**src/rtl/seq_pkg.sv**
```systemverilog
package seq_pkg;

  typedef enum logic [1:0] {
    ST_FETCH  = 2'd0,
    ST_DECODE = 2'd1,
    ST_EXEC   = 2'd2,
    ST_HALT   = 2'd3
  } seqState_t;

  localparam logic [2:0] OP_PLAIN = 3'd0;
  localparam logic [2:0] OP_IO    = 3'd1;
  localparam logic [2:0] OP_TRAP  = 3'd2;
  localparam logic [2:0] OP_RET   = 3'd3;
  localparam logic [2:0] OP_USER  = 3'd4;
  localparam logic [2:0] OP_HALT  = 3'd5;

  localparam logic MODE_SUP = 1'b0;
  localparam logic MODE_USR = 1'b1;

  // strobes issued by control, consumed by the datapath
  typedef struct packed {
    logic latchIr;
    logic stepPc;
    logic setUser;
    logic doRet;
    logic enterTrap;
    logic enterFault;
    logic enterIrq;
  } seqStrobe_t;

endpackage

```
**src/rtl/seq_ctrl.sv**
```systemverilog
module seq_ctrl
  import seq_pkg::*;
(
  input  logic       clk,
  input  logic       rstN,
  input  logic [2:0] irClass,
  input  logic       mode,
  input  logic       irqReq,
  output seqStrobe_t st,
  output logic       fetchEn,
  output logic       halted,
  output logic       privExec
);

  seqState_t state, stateNext;
  logic      irqPend;
  logic      isPriv, blocked, inExec, completes;

  always_comb begin
    isPriv  = (irClass == OP_IO) || (irClass == OP_RET) ||
              (irClass == OP_USER) || (irClass == OP_HALT);
    blocked = isPriv && (mode == MODE_USR);
    inExec  = (state == ST_EXEC);
  end

  always_comb begin
    st        = '0;
    completes = 1'b0;
    stateNext = state;
    case (state)
      ST_FETCH: begin
        st.latchIr = 1'b1;
        stateNext  = ST_DECODE;
      end
      ST_DECODE: stateNext = ST_EXEC;
      ST_EXEC: begin
        stateNext = ST_FETCH;
        if (blocked) begin
          st.enterFault = 1'b1;
        end else begin
          case (irClass)
            OP_TRAP: st.enterTrap = 1'b1;
            OP_RET:  begin st.doRet = 1'b1; completes = 1'b1; end
            OP_USER: begin st.stepPc = 1'b1; st.setUser = 1'b1; completes = 1'b1; end
            OP_HALT: stateNext = ST_HALT;
            default: begin st.stepPc = 1'b1; completes = 1'b1; end
          endcase
        end
        st.enterIrq = completes && irqPend;
      end
      default: stateNext = ST_HALT;
    endcase
  end

  always_ff @(posedge clk or negedge rstN) begin
    if (!rstN) begin
      state   <= ST_FETCH;
      irqPend <= 1'b0;
    end else begin
      state   <= stateNext;
      irqPend <= irqReq || (irqPend && !st.enterIrq);
    end
  end

  assign fetchEn  = (state == ST_FETCH);
  assign halted   = (state == ST_HALT);
  assign privExec = inExec && isPriv && !blocked;

  // privileged work is only ever signalled in supervisor mode
  p_priv_sup_only_r8: assert property (@(posedge clk) disable iff (!rstN)
    privExec |-> (mode == MODE_SUP));

  // once stopped, stays stopped and never fetches
  p_halt_sticky_r3: assert property (@(posedge clk) disable iff (!rstN)
    halted |=> (halted && !fetchEn));

  // fetch never repeats in consecutive cycles
  p_fetch_gap_r2: assert property (@(posedge clk) disable iff (!rstN)
    fetchEn |=> !fetchEn);

  // no interrupt entry alongside a trap or fault entry
  p_irq_apart_r11: assert property (@(posedge clk) disable iff (!rstN)
    st.enterIrq |-> !(st.enterTrap || st.enterFault));

  // an interrupt entry consumes the pending flag unless re-requested
  p_irq_once_r4: assert property (@(posedge clk) disable iff (!rstN)
    (st.enterIrq && !irqReq) |=> !irqPend);

endmodule

```
**src/rtl/seq_dp.sv**
```systemverilog
module seq_dp
  import seq_pkg::*;
#(
  parameter int AW         = 16,
  parameter int INSN_SIZE  = 4,
  parameter logic [AW-1:0] START_ADDR = 16'h0100,
  parameter int SLOTS      = 16,
  parameter int IRQ_SLOT   = 14,
  parameter int FAULT_SLOT = 15,
  parameter int SW         = $clog2(SLOTS)
) (
  input  logic          clk,
  input  logic          rstN,
  input  seqStrobe_t    st,
  input  logic [2:0]    insnClass,
  input  logic [SW-1:0] insnArg,
  input  logic          cfgWe,
  input  logic [SW-1:0] cfgIdx,
  input  logic [AW-1:0] cfgData,
  output logic [2:0]    irClass,
  output logic [AW-1:0] pc,
  output logic          mode
);

  logic [SW-1:0] irArg;
  logic [AW-1:0] savedPc;
  logic          savedMode;
  logic [AW-1:0] tbl [SLOTS];
  logic [AW-1:0] pcPlus, nextPc;
  logic          nextMode;

  // instruction register
  always_ff @(posedge clk or negedge rstN) begin
    if (!rstN) begin
      irClass <= OP_PLAIN;
      irArg   <= '0;
    end else if (st.latchIr) begin
      irClass <= insnClass;
      irArg   <= insnArg;
    end
  end

  // handler table, writable from supervisor mode only
  always_ff @(posedge clk or negedge rstN) begin
    if (!rstN) begin
      for (int i = 0; i < SLOTS; i++) tbl[i] <= '0;
    end else if (cfgWe && (mode == MODE_SUP)) begin
      for (int i = 0; i < SLOTS; i++)
        if (cfgIdx == SW'(i)) tbl[i] <= cfgData;
    end
  end

  always_comb begin
    pcPlus   = pc + AW'(INSN_SIZE);
    nextPc   = st.doRet ? savedPc : pcPlus;
    nextMode = st.doRet ? savedMode : (st.setUser ? MODE_USR : mode);
  end

  // program counter, mode and return context
  always_ff @(posedge clk or negedge rstN) begin
    if (!rstN) begin
      pc        <= START_ADDR;
      mode      <= MODE_SUP;
      savedPc   <= '0;
      savedMode <= MODE_SUP;
    end else if (st.enterIrq) begin
      savedPc   <= nextPc;
      savedMode <= nextMode;
      pc        <= tbl[IRQ_SLOT];
      mode      <= MODE_SUP;
    end else if (st.enterTrap) begin
      savedPc   <= pcPlus;
      savedMode <= mode;
      pc        <= tbl[irArg];
      mode      <= MODE_SUP;
    end else if (st.enterFault) begin
      savedPc   <= pc;
      savedMode <= mode;
      pc        <= tbl[FAULT_SLOT];
      mode      <= MODE_SUP;
    end else if (st.doRet || st.stepPc) begin
      pc   <= nextPc;
      mode <= nextMode;
    end
  end

  // first cycle out of reset starts at the hardwired address
  p_reset_start_r1: assert property (@(posedge clk) disable iff (!rstN)
    $rose(rstN) |-> (pc == START_ADDR && mode == MODE_SUP));

  // supervisor is reached only through a table entry
  p_sup_via_entry_r6: assert property (@(posedge clk) disable iff (!rstN)
    $fell(mode) |-> $past(st.enterTrap || st.enterFault || st.enterIrq));

  // a trap lands on its table slot in supervisor mode
  p_trap_target_r5: assert property (@(posedge clk) disable iff (!rstN)
    (st.enterTrap && !st.enterIrq) |=> (pc == $past(tbl[irArg]) && mode == MODE_SUP));

  // a fault saves its own address
  p_fault_save_r7: assert property (@(posedge clk) disable iff (!rstN)
    st.enterFault |=> (savedPc == $past(pc) && savedMode == MODE_USR));

endmodule

```
**src/rtl/priv_trap_seq.sv**
```systemverilog
module priv_trap_seq
  import seq_pkg::*;
#(
  parameter int AW         = 16,
  parameter int INSN_SIZE  = 4,
  parameter logic [AW-1:0] START_ADDR = 16'h0100,
  parameter int SLOTS      = 16,
  parameter int IRQ_SLOT   = 14,
  parameter int FAULT_SLOT = 15,
  localparam int SW        = $clog2(SLOTS)
) (
  input  logic          clk,
  input  logic          rstN,
  input  logic [2:0]    insnClass,
  input  logic [SW-1:0] insnArg,
  input  logic          irqReq,
  input  logic          cfgWe,
  input  logic [SW-1:0] cfgIdx,
  input  logic [AW-1:0] cfgData,
  output logic          fetchEn,
  output logic [AW-1:0] pc,
  output logic          mode,
  output logic          privExec,
  output logic          halted
);

  seqStrobe_t strobes;
  logic [2:0] irClass;

  seq_ctrl u_ctrl (
    .clk      (clk),
    .rstN     (rstN),
    .irClass  (irClass),
    .mode     (mode),
    .irqReq   (irqReq),
    .st       (strobes),
    .fetchEn  (fetchEn),
    .halted   (halted),
    .privExec (privExec)
  );

  seq_dp #(
    .AW         (AW),
    .INSN_SIZE  (INSN_SIZE),
    .START_ADDR (START_ADDR),
    .SLOTS      (SLOTS),
    .IRQ_SLOT   (IRQ_SLOT),
    .FAULT_SLOT (FAULT_SLOT),
    .SW         (SW)
  ) u_dp (
    .clk       (clk),
    .rstN      (rstN),
    .st        (strobes),
    .insnClass (insnClass),
    .insnArg   (insnArg),
    .cfgWe     (cfgWe),
    .cfgIdx    (cfgIdx),
    .cfgData   (cfgData),
    .irClass   (irClass),
    .pc        (pc),
    .mode      (mode)
  );

endmodule

```
**config.mk**
```make
export PLATFORM = sky130hd
export DESIGN_NAME = priv_trap_seq
export DESIGN_NICKNAME = d
export VERILOG_FILES = /design/src/rtl/seq_pkg.sv /design/src/rtl/seq_ctrl.sv /design/src/rtl/seq_dp.sv /design/src/rtl/priv_trap_seq.sv
export SDC_FILE = /design/constraint.sdc
export NUM_CORES = 1
export LEC_CHECK = 0
export BUFFER_PORTS_ARGS = -buffer_cell sky130_fd_sc_hd__clkbuf_2
export CAP_MARGIN = 0
export CORE_MARGIN = 8
export CORE_UTILIZATION = 52
export DETAILED_ROUTE_END_ITERATION = 7
export GPL_ROUTABILITY_DRIVEN = 0
export GPL_TIMING_DRIVEN = 0
export PLACE_DENSITY = 0.68
export SETUP_SLACK_MARGIN = 0.15
export SYNTH_ARGS = -nofsm -noshare
export SYNTH_HDL_FRONTEND = slang
export SYNTH_SLANG_ARGS = --single-unit
```
**constraint.sdc**
```tcl
create_clock -name clk -period 2.4 [get_ports clk]
set_clock_uncertainty 0.15 [all_clocks]
set_input_delay 0.24 -clock clk [delete_from_list [all_inputs] [get_ports clk]]
set_output_delay 0.24 -clock clk [all_outputs]
set_load 0.01 [all_outputs]
```
Yosys cells after proc, flatten, opt, wreduce, memory -nomap -nowiden
Cells that the tools add are included.
Storage, ports and cells
  bits in registers: 300
  input bits: 31
  output and inout port bits: 20
  logic and storage cells: 120
Operators by class
  $add $sub $neg: 1
  magnitude comparators: 1
  equality and inequality tests: 23
  multiplexer cells: 34
  bitwise logic cells: 2
  reductions and logical operators: 35
Operators by type and width (count)
  $mux 16: 10
  $bmux 16 s4: 1
  $eq 4x4->1 const B: 8
  $reduce_and 2->1: 16
  $mux 1: 18
  $add 16x3->16 const B: 1
  $eq 4x3->1 const B: 4
  $eq 4x2->1 const B: 2
  $eq 3x2->1 const B: 2
  $eq 3x3->1 const B: 2
  $logic_and 1x1->1: 6
  $mux 6: 1
  $pmux 2 s3: 1
  $ge 5x5->1 const B: 1
  $logic_or 1x1->1: 5
  $not 4->5: 1
  $eq 2x2->1 const B: 2
  $eq 4x1->1 const B: 1
  $logic_not 4->1: 1
  $mux 2: 2
  $mux 4: 1
  $reduce_bool 4->1: 1
  $eq 3x1->1 const B: 1
  $reduce_bool 3->1: 1
  other kinds (6): 7

Longest topological paths before layout
  word-level depth: 15
  mapped depth: 9
  gate-level depth less buffers: 7

Modules after synthesis
A second synthesis with hierarchy kept.
Unflattened totals
  cell total of the unflattened synthesis: 1078
  area total of the unflattened synthesis: 14815.5 µm²
By module, submodules not included
  seq_dp: instances 1, cells each 1044, area each 14561.5 µm², seq. area each 7433.4 µm²
  seq_ctrl: instances 1, cells each 34, area each 254.0 µm², seq. area each 75.1 µm²

Worst setup path before layout
OpenSTA, ideal clock, no wires.
  kind: register -> register
  from: register u_dp.mode
  to: register u_dp.tbl[37] in the netlist's numbering
  library setup time: 0.125 ns
  arrival: 1.786 ns
  data required time: 2.125 ns
  slack: 0.339 ns
  stages on the path, launching flop included: 6
  buffers on the path: 1
  period minus slack after synthesis: 2.061 ns
  cells stage by stage: dfrtp_1 > nor2b_1 > nand3_1 > nor3b_2 > buf_4 > mux2_2
Between the ends
  cells in the longest elaborated chain, start to end: 3
Ends and longest elaborated chain
  start: declaration: line seq_dp.sv:22  | output logic mode
  start signal: assignment: line seq_dp.sv:83  | mode <= nextMode;
  $not 1->1: line seq_dp.sv:47  | end else if (cfgWe && (mode == MODE_SUP)) begin
  $logic_and 1x1->1: line seq_dp.sv:47
  $reduce_and 2->1 (no source line)
  end signal: indexed assignment: line seq_dp.sv:49  | if (cfgIdx == SW'(i)) tbl[i] <= cfgData;
  end: declaration: line seq_dp.sv:28  | logic [AW-1:0] tbl [SLOTS];
No other way between the ends.
A chain may end at the register's enable or synchronous reset.

Worst setup path after layout
  from: register u_dp.irArg[0]
  to: register u_dp.pc[10]
Between the ends
  cells in the longest elaborated chain, start to end: 6
Ends and longest elaborated chain
  start: declaration: line seq_dp.sv:25  | logic [SW-1:0] irArg;
  start signal: assignment: line seq_dp.sv:39  | irArg <= insnArg;
  $not 4->5 (not written as such): line seq_dp.sv:74  | pc <= tbl[irArg];
  $bmux 16 s4: line seq_dp.sv:74
  $mux 16 (not written as such) (2 in series): line seq_dp.sv:74
  $mux 16: line seq_dp.sv:71  | end else if (st.enterTrap) begin
  $mux 16: line seq_dp.sv:66  | end else if (st.enterIrq) begin
  end signal: assignment: line seq_dp.sv:69  | pc <= tbl[IRQ_SLOT];
  end signal: assignment: line seq_dp.sv:74
  end signal: assignment: line seq_dp.sv:79  | pc <= tbl[FAULT_SLOT];
  end: declaration: line seq_dp.sv:21  | output logic [AW-1:0] pc,
No other way between the ends. The select of a mux whose other input is x is not followed.

==> out/summary.txt <==
Core footprint = 27600 um2
IO buf count = 48
Root buf cell = clkbuf_16
Clk_lat worst skew = 510 ps
Most used DFF post-synth = dfrtp_1
Storage element area = 7510 um2
Initial antenna violation count = 0
Post-DP Area = 15200 um2
Sequential area share after synthesis = 52.0%
Grt total ovfl = 0
Estimated wirelength of the detail-placed design = 25.3 mm
Maximum number of pins on one net before global-route repair = 115
Max cap viols = 0
1st-pass router iterations = 5
Worst reg2reg endpoint = u_dp.pc[10]
Finish-stage setup viols = 0
Ratio of final minimum period to clock period = 94.4%
Worst reg-to-reg path cell count = 6
Power Density = 1310 nW/um2
Layout area overhead = 20.8%
Worst Path Required = 2630 ps
Post-synth EDFFs = 0
Die Ht = 183 um
Crit-path max FO = 5
GRT Util Overall = 23.2%
CP Launch Type = flip-flop
Routed vias/inst = 6.06
Ant diodes = 0
Row cnt = 61
Worst-path clk slew = 60 ps
Multi-input gate area = 6790 um2
VDD IR max = 0.633 mV
R2R Path Start = u_dp.irArg[0]
Critical path endpoint category = flip-flop
Async SR Flop Fraction = 100%
Final Hold Viols = 0
Highest Clock Rate = 441 MHz
YS warnings = 0
Post-place setup slack = -372 ps
Final wirelength = 38.4 mm
Post-synthesis cell count = 1034
DRC = 0
Mapped cell area = 14400 um2
Status = finished, final reports clean
Ports = 51
Distinct cell type count of the synthesized netlist = 63
CTS buffer count = 34
Vias after detailed routing = 9604
Htree depth = 2
Final worst slack = 134 ps
Die area = 33400 um2
Kind of critical path = reg2reg
CTS tree = yes
Syn Area/Cell = 14.0 um2
Rel. slew slack = 54.8%
Synth area leader = dfrtp_1
Tightest Pin Transition = 678 ps
Synth cell count leaders = dfrtp_1 (299), mux2_2 (275), mux4_2 (68)
Synth Register Bits = 300
Drt initial violations = 897
Share of layout cells above drive strength 1 = 50.9%
Worst reg2reg setup slack = 130 ps
DR WL/cell = 24.2 um
Pleak = 0.00747 uW
Largest cells by area after synthesis = dfrtp_1 (52%), mux2_2 (21%), mux4_2 (11%), nand2_1 (1.3%), clkbuf_1 (0.99%)
Die Width = 183 um
Leading cell type by number of instances after synthesis = dfrtp_1
Finished Layout Cells = 1585
Synthesized Nets = 1066
Crit path DAT = 2500 ps
Vias in the first global route = 9781
Tmin final = 2270 ps
RSZ-0062 raised after global routing = yes
DRT antenna net count = 0
Final Max Tran Viols = 0
Clk sink count = 300
First-pass GRT wire length = 59.1 mm
Hold/Removal Path Class = in2async
Top-area cell type share of the netlist area = 51.8%
Bufs on Longest Clock Path = 3
Placed cells = 1462
Initial Util = 52.4%
Fin nets = 1215
Post-route cell area = 17400 um2
# fillers = 2047
-- cell usage in the layout, fill, tap and decap left out, types with 6 or more instances in the layout --
cell type,synthesis,layout
clkbuf_1,38,23
clkbuf_4,0,10
buf_4,8,46
buf_12,0,11
a22oi_1,12,8
dfrtp_1,299,295
o21ai_1,10,14
mux2i_1,8,7
nor2_1,35,28
nand2_2,0,9
mux4_2,68,68
clkbuf_8,0,16
xnor2_1,14,14
o211ai_1,9,9
nor2_2,4,6
clkbuf_16,0,35
dlygate4sd3_1,0,25
mux2_2,275,275
nand4_1,8,8
a211oi_1,9,6
clkbuf_2,2,58
a21oi_1,26,21
o21ai_0,23,18
buf_2,22,8
nand2_1,51,42
nand3_1,15,12
o22ai_1,17,17
-- flip-flops by register name, summed over array words and instances, names as in the netlist --
register        count
u_dp.savedMode      1
u_dp.irArg          4
u_dp.irClass        3
u_ctrl.irqPend      1
u_dp.pc            16
u_dp.mode           1
u_dp.tbl          256
u_dp.savedPc       16
u_ctrl.state        2
-- worst max path at each step --
stage,startpoint,end,depth (start not counted)
final,u_dp.irArg[0],u_dp.pc[10],6
after global routing,u_dp.irArg[0],u_dp.pc[3],7
after CTS,u_dp.irArg[0],u_dp.pc[3],7
after detailed placement,u_dp.irArg[2],u_dp.pc[3],8
after global placement,rstN,u_ctrl.state[1],1
after floorplan,u_dp.mode,u_dp.tbl[37],5
-- layer usage --
layer  routed length (um)  track usage (%)  share of wire (%)  vias up
met2                18300             36.8                 48      329
li1                     -                -                  -     4154
met5                    0                0                  0        -
met3                 2470             4.91                6.4       68
met1                16700             31.8                 43     5053
met4                  910             6.69                2.4        0
-- final cells by class --
type / count / area share, %
Buffer: 74 / 3.11
Timing Repair Buffer: 114 / 5.29
Clock inverter: 7 / 0.488
Multi-Input combinational cell: 654 / 38.9
Inverter: 5 / 0.108
Clock buffer: 53 / 6.27
Sequential cell: 300 / 43.1
Tap cell: 378 / 2.71
-- critical path: stages (launching register included) --
cell and delay (ps):
dfrtp_1 430, buf_12 170, buf_12 120, mux4_2 500, mux4_2 520, o21ai_1 150, o21ai_1 80
-- power breakdown --
group	switching [uW]	internal, uW	leakage [uW]
Clock	2100	3250	0.000582
Sequential	1300	6980	0.00367
Combinational	4220	4970	0.00322
Total	7620	15200	0.00747
-- metrics by stage --
stage | hold slack, ps | setup TNS (ps) | util [%] | power [uW]
CTS | 201 | 0 | 61.6 | 22200
finish | 173 | 0 | 63.3 | 22800
floorplan | -206 | 0 | - | 13900
global placement | 293 | -1682140 | 55.0 | 16200
global route | 245 | 0 | 63.3 | 23900
detailed placement | 175 | -30310 | 55.2 | 16400
-- repair_timing --
action / in CTS / in global routing
setup buffers: 8 / 31
pin swaps: 5 / 11
hold buffers: 25 / 0
endpoints found under the setup margin: 204 / 142
gates resized for setup: 81 / 50
hold endpoints to repair: 182 / 0
-- cells by family (layout without fill, tap and decap cells) --
logic type      Yosys count  after routing  synth area share [%]
fa+ha+maj                 1              1                0.0866
flops                   300            300                  52.0
buf+inv                  80            253                  2.76
xor+xnor                 18             18                  1.09
compound gates          127            127                  5.65
mux                     354            354                  32.9
simple gates            154            154                  5.49
Power figures use the tool's default switching activity.
